===== src/rtl/sigsel_pkg.sv =====
package sigsel_pkg;
   localparam int unsigned ADDR_W   = 4;
   localparam int unsigned DATA_W   = 32;
   localparam int unsigned LANES    = 8;
   localparam int unsigned PROT_W   = 2;
   localparam logic [ADDR_W-1:0] OFF_SEL   = 4'h0;
   localparam logic [ADDR_W-1:0] OFF_GUARD = 4'hC;
   localparam logic [ADDR_W-1:0] OFF_SEAL  = 4'hE;

   typedef struct packed {
      logic sel;
      logic guard;
      logic seal;
   } wr_hit_t;
endpackage


===== src/rtl/sigsel_decode.sv =====
module sigsel_decode
   import sigsel_pkg::*;
#(
   parameter int unsigned AW = ADDR_W
) (
   input  logic [AW-1:0] addr,
   input  logic          we,
   output wr_hit_t       hit
);
   initial assert (AW >= 4) else $error("address too narrow for offsets");

   always_comb begin
      hit.sel   = we && (addr == OFF_SEL[AW-1:0]);
      hit.guard = we && (addr == OFF_GUARD[AW-1:0]);
      hit.seal  = we && (addr == OFF_SEAL[AW-1:0]);
   end
endmodule


===== src/rtl/sigsel_protect.sv =====
module sigsel_protect #(
   parameter int unsigned PW = 2
) (
   input  logic          clk,
   input  logic          rst_n,
   input  logic          guard_wr,
   input  logic          seal_wr,
   input  logic [PW-1:0] wdata,
   output logic [PW-1:0] guard_q,
   output logic [PW-1:0] seal_q
);
   initial assert (PW >= 1) else $error("protection width must be nonzero");

   for (genvar b = 0; b < PW; b++) begin : g_bit
      always_ff @(posedge clk) begin
         if (!rst_n) begin
            guard_q[b] <= 1'b0;
            seal_q[b]  <= 1'b0;
         end else begin
            if (guard_wr && !seal_q[b])
               guard_q[b] <= wdata[b];
            if (seal_wr && wdata[b])
               seal_q[b] <= 1'b1;
         end
      end
   end
endmodule


===== src/rtl/sigsel_mux.sv =====
module sigsel_mux #(
   parameter int unsigned DW = 32,
   parameter int unsigned NL = 8
) (
   input  logic [DW-1:0] sel,
   input  logic [DW-1:0] din,
   input  logic [NL-1:0] pat,
   output logic [DW-1:0] dout
);
   initial assert (NL >= 1 && NL <= DW) else $error("lane count out of range");

   for (genvar i = 0; i < DW; i++) begin : g_out
      localparam int unsigned LANE = i % NL;
      assign dout[i] = sel[i] ? pat[LANE] : din[i];
   end
endmodule


===== src/rtl/sigsel_lockable.sv =====
module sigsel_lockable
   import sigsel_pkg::*;
#(
   parameter int unsigned AW = ADDR_W,
   parameter int unsigned DW = DATA_W,
   parameter int unsigned NL = LANES,
   parameter int unsigned PW = PROT_W
) (
   input  logic          clk,
   input  logic          rst_n,
   input  logic [AW-1:0] bus_addr,
   input  logic          bus_we,
   input  logic [DW-1:0] bus_wdata,
   output logic [DW-1:0] bus_rdata,
   input  logic [DW-1:0] data_in,
   input  logic [NL-1:0] pat_in,
   output logic [DW-1:0] sel_out
);
   localparam int unsigned PAD = DW - PW;
   initial assert (PW < DW) else $error("protection field wider than bus");

   wr_hit_t       hit;
   logic [DW-1:0] sel_q;
   logic [PW-1:0] guard_q;
   logic [PW-1:0] seal_q;

   sigsel_decode #(.AW(AW)) u_dec (
      .addr(bus_addr), .we(bus_we), .hit(hit)
   );

   sigsel_protect #(.PW(PW)) u_prot (
      .clk(clk), .rst_n(rst_n),
      .guard_wr(hit.guard), .seal_wr(hit.seal),
      .wdata(bus_wdata[PW-1:0]),
      .guard_q(guard_q), .seal_q(seal_q)
   );

   always_ff @(posedge clk) begin
      if (!rst_n)
         sel_q <= '0;
      else if (hit.sel && !guard_q[0])
         sel_q <= bus_wdata;
   end

   sigsel_mux #(.DW(DW), .NL(NL)) u_mux (
      .sel(sel_q), .din(data_in), .pat(pat_in), .dout(sel_out)
   );

   always_comb begin
      if (bus_addr == OFF_SEL[AW-1:0])
         bus_rdata = sel_q;
      else if (bus_addr == OFF_GUARD[AW-1:0])
         bus_rdata = {{PAD{1'b0}}, guard_q};
      else if (bus_addr == OFF_SEAL[AW-1:0])
         bus_rdata = {{PAD{1'b0}}, seal_q};
      else
         bus_rdata = '0;
   end
endmodule


===== config.mk =====
export PLATFORM = sky130hd
export DESIGN_NAME = sigsel_lockable
export DESIGN_NICKNAME = d
export VERILOG_FILES = /design/src/rtl/sigsel_pkg.sv /design/src/rtl/sigsel_decode.sv /design/src/rtl/sigsel_protect.sv /design/src/rtl/sigsel_mux.sv /design/src/rtl/sigsel_lockable.sv
export SDC_FILE = /design/constraint.sdc
export NUM_CORES = 1
export LEC_CHECK = 0
export BUFFER_PORTS_ARGS = -buffer_cell sky130_fd_sc_hd__buf_2
export CORE_ASPECT_RATIO = 1.4
export CORE_UTILIZATION = 28
export CTS_CLUSTER_DIAMETER = 30
export DETAILED_ROUTE_END_ITERATION = 8
export MAX_ROUTING_LAYER = met4
export PLACE_DENSITY = 0.63
export SLEW_MARGIN = 10
export SYNTH_ARGS = -nofsm -noshare
export SYNTH_HDL_FRONTEND = slang
export SYNTH_SLANG_ARGS = --single-unit

===== constraint.sdc =====
create_clock -name clk -period 1.6 [get_ports clk]
set_input_delay 0.32 -clock clk [delete_from_list [all_inputs] [get_ports clk]]
set_output_delay 0.32 -clock clk [all_outputs]
set_load 0.03 [all_outputs]

=== After elaboration in Yosys (flattened, before gate mapping) ===
Cells that the tools add are included.

* Register bits: 36
* Output and inout port bits: 64
* Logic and storage cells: 54

* Equal/unequal tests: 2
* Reduce and logical (&&, ||, !) cells: 12
* Multiplexer cells: 35

{| class="wikitable"
|+ Operators by type and width
! cell !! number
|-
| $mux 1 || 32
|-
| $mux 32 || 1
|-
| $eq 4x4->1 const B || 2
|-
| $logic_and 1x1->1 || 8
|-
| $logic_not 4->1 || 1
|-
| $mux 2 || 2
|-
| $logic_not 1->1 || 3
|}

=== Logic depth before layout (Yosys ltp) ===
* Word-level depth: 4
* Depth in mapped cells: 6
* Depth with buffers taken out: 3

=== Modules after synthesis ===
From an unflattened synthesis, not the netlist that was laid out.

* Cell total of the unflattened synthesis: 236
* Area, all modules: 2145.8 um^2

{| class="wikitable"
|+ By module, submodules not included
! module !! instances !! cells an instance !! area each (um^2)
|-
| sigsel_lockable || 1 || 183 || 1470.2
|-
| sigsel_mux || 1 || 32 || 480.5
|-
| sigsel_protect || 1 || 16 || 165.2
|-
| sigsel_decode || 1 || 5 || 30.0
|}

=== Least setup slack after synthesis ===
Ideal clock, no wire load.

* Kind: input port to output port
* Start point: input bus_addr[1]
* End point: output bus_rdata[0]
* Slack: -37 ps
* Stages: 5
* Path buffers: 2
* Arrival: 1317 ps
* Data required time: 1280 ps
* Cell sequence: buf_2 -> nor4_4 -> clkbuf_1 -> nand2_1 -> o21ai_0

* Cells in the longest elaborated chain, start to end: 4
* Elaborated cells between the ends (all ways): 6
* Classes of those cells: 2 x eq/ne; 3 x mux; 1 x reduce/logical

{| class="wikitable"
|+ Ends and longest elaborated chain
! element !! line !! source
|-
| from (decl) || sigsel_lockable.sv:11 || <nowiki>input logic [AW-1:0] bus_addr,</nowiki>
|-
| $eq 4x4->1 || sigsel_lockable.sv:54 || <nowiki>else if (bus_addr == OFF_SEAL[AW-1:0])</nowiki>
|-
| $mux 2 || sigsel_lockable.sv:54 ||
|-
| $mux 2 || sigsel_lockable.sv:52 || <nowiki>else if (bus_addr == OFF_GUARD[AW-1:0])</nowiki>
|-
| $mux 32 (*) || sigsel_lockable.sv:50 || <nowiki>if (bus_addr == OFF_SEL[AW-1:0])</nowiki>
|-
| to (decl) || sigsel_lockable.sv:14 || <nowiki>output logic [DW-1:0] bus_rdata,</nowiki>
|}

Mark *: on every way between the ends. The rest lies on a longest branch, timed or not.

=== Worst setup path in the final report ===
* Start point: input bus_addr[2]
* End point: output bus_rdata[17]

* Cells in the longest elaborated chain, start to end: 2

{| class="wikitable"
|+ Ends and longest elaborated chain
! element !! line
|-
| $logic_not 4->1 || sigsel_lockable.sv:50
|-
| $mux 32 || sigsel_lockable.sv:50
|}

No other way between the ends.

==> flow_summary.yaml <==
die:
  die_area_mm2: 0.00787
  core_mm2: 0.00731
  num_io_pins: 143
  die_x_um: 75.3
  die_h_um: 105
  rows: 37
  start_util_pct: 28.8
final_layout:
  final_common_cell: "buf_2"
  final_cell_mix: "buf_2 (108), nand2_1 (64), mux2i_1 (34), buf_6 (34), dfxtp_1 (33)"
  drive_above_1_share_pct: 61.8
  regArea_um2: 724
  n_fill_cell: 729
  diodes: 0
  multi_input_area_mm2: 0.00135
  finalNetCount: 455
  final_cell_area_mm2: 0.00340
  area_growth_pct: 61.7
  final_cells: 474
sta:
  max_slew_margin_pct: 80.2
  drv_slew: 0
  final.period_utilization_pct: 101
  setup_tns_ps: -51.8
  hold_viol: 0
  setup_viol_count_final: 12
  skew_ps: 4.75
  rsz0062_at_grt: "yes"
  finalWorstSetupSlack_ps: -11.6
  max_freq_ghz: 0.621
  tightest_slew_ps: 294
  min_period_ps: 1610
routing:
  wl_per_cell_um: 13.9
  first_pass_iters: 4
  dr_total_vias: 2139
  drc: 0
  routed_wl_um: 6570
  drtIter0Drc: 68
  drtAntennaViolNets: 0
  vias_per_cell: 4.51
power_and_ir_drop:
  peakVddDrop_uv: 266
  combinationalPowerShare_pct: 21.2
  swShare_pct: 28.9
  p_per_area_mw_per_mm2: 597
  p_leak_nw: 1.53
  p_sw_w: 0.000587
  clockPowerShare_pct: 33.6
  pwr-share-seq_pct: 45.2
  power.internal_w: 0.00144
grt:
  grt_pass1_vias: 2078
  antenna_found_initial: 0
  grt-ovfl-total: 0
  grt_pass1_wl_um: 9640
  grt_max_degree: 43
  grt_use_total_pct: 16.8
worst_setup_path:
  crit_buf_inv: 4
  critPathTopFamily: "buffers and inverters"
  critPathCaptureType: "output pin"
  slowest_delay_ps: 260
  cp_max_fo: 8
  ff2ff_setup_slack_ps: 520
  crit_type: "primary input to output pin"
  cp.arrival_ps: 1290
  cp_common_cell: "buf_6"
  cp_slowest_cell: "nor4_4"
  path_cells: "buf_8 > nor4_4 > buf_6 > clkbuf_16 > and2_1 > buf_6"
  required_ps: 1280
  cp-start-kind: "primary input"
synth:
  synth_adder_area_share_pct: 0
  synth_simple_gate_area_share_pct: 24.1
  synth_cell_types: 20
  synth_top_family_by_area: "multiplexers"
  syn_inst: 229
  synth-seq-area-share_pct: 34.2
  yosys_warnings: 0
  ys_seq_elements: 36
  synth_compound_gate_area_share_pct: 2.73
  syn_area_mm2: 0.00210
  syn_avg_cell_area_um2: 9.19
  synthMuxAreaShare_pct: 33.3
  synth_xor_area_share_pct: 0
  synthesis.nets: 308
clock_network:
  tritoncts: "done"
  cts_sinks: 36
  cts.htree.levels: 2
  insertion_delay_ps: 290
  cts_made_buffers: 5
  clk_pin_slew_worst_paths_ps: 80
  ctsHoldBuffers: 0
  cts_root_buf: "clkbuf_8"
  cts.path.max_buffers: 2
place:
  place_congestion: 0.786
  placed_area_mm2: 0.00293
  place_inst: 461
  io_buffers: 142
  dp_hpwl_um: 4710
flow_run:
  cap_violations: 0
min_path:
  worstHoldPathType: "primary input to register"
status:
  outcome: "finished with violations"
  violations: "negative setup slack"
-- worst register-to-register path: stages, from the launching register on --
cell and delay [ps]:
dfxtp_1 320, and3b_2 300, buf_12 190, mux2i_1 210
-- sequential cells by signal, indices dropped and copies added, names as in the netlist --
name,flops
u_prot.seal_q,2
sel_q,32
u_prot.guard_q,2
-- synth_stat cells --
cell	instances	area share [%]
nor2b_1	2	0.59
o41ai_1	2	0.83
mux2i_1	34	16
a31oi_1	2	0.59
and2_1	28	8.3
nand2_1	66	12
o21ai_0	2	0.48
mux2_2	32	17
nor4_4	1	1.0
o311ai_0	2	0.83
clkbuf_1	10	1.8
dfxtp_1	36	34
and2_2	2	0.71
buf_6	1	0.54
nand3b_1	1	0.36
nand4b_1	1	0.42
and3b_1	1	0.42
buf_2	2	0.48
buf_12	3	2.9
and4b_1	1	0.48
-- final timing paths --
kind / start / endpoint / depth (start not counted)
setup / recovery: bus_addr[2] / bus_rdata[17] / 6
hold / removal: bus_wdata[26] / sel_q[26] / 3
setup reg to reg: u_prot.guard_q[0] / sel_q[29] / 3
hold reg to reg: sel_q[17] / sel_q[17] / 2
-- kinds of logic after synthesis --
group	Yosys count
AND/OR/NAND/NOR	103
multiplexers	66
flip-flops	36
buffers and inverters	16
AO/OA/AOI/OAI	8
-- cell type report --
class / instances / area share, %
well taps: 97 / 3.57
multi-input cells: 177 / 39.7
clock buffers: 6 / 2.43
repair buffers: 156 / 32.7
clock inverters: 2 / 0.294
flip-flops and latches: 36 / 21.3
-- per-layer routing --
metal / global-route usage [%] / wire length (um) / vias to the layer above
met4: 5.42 / 91 / 0
met3: 3.95 / 374 / 8
li1: - / - / 1062
met1: 18.2 / 2680 / 980
met5: - / 0 / -
met2: 29.3 / 3420 / 89
-- through the flow --
stage          hold WS, ps  total power [W]  utilization, %  worst slack, ps
5_1_grt                265          0.00213            46.5            -54.2
6_report               264          0.00203            46.5            -11.6
4_1_cts                256          0.00205            45.1            -27.0
3_3_place_gp           462          0.00134            40.1            -69.4
2_1_floorplan          448          0.00117               -             29.5
3_5_place_dp           467          0.00135            40.1             -115
-- timing repair --
item	CTS	global route
gates resized for setup	83	28
endpoints found under the hold margin	0	0
gates cloned	1	1
pin swaps	2	4
setup endpoints to repair	32	33
buffers inserted	2	1
-- power by group through the flow --
stage	sequential, W	clock, W	combinational [W]
floorplan	0.000934	0	0.000232
global placement	0.000937	0	0.000404
detailed placement	0.000937	0	0.000410
CTS	0.000917	0.000711	0.000424
global route	0.000919	0.000743	0.000463
finish	0.000918	0.000682	0.000430
(Power assumes the default switching activity.)
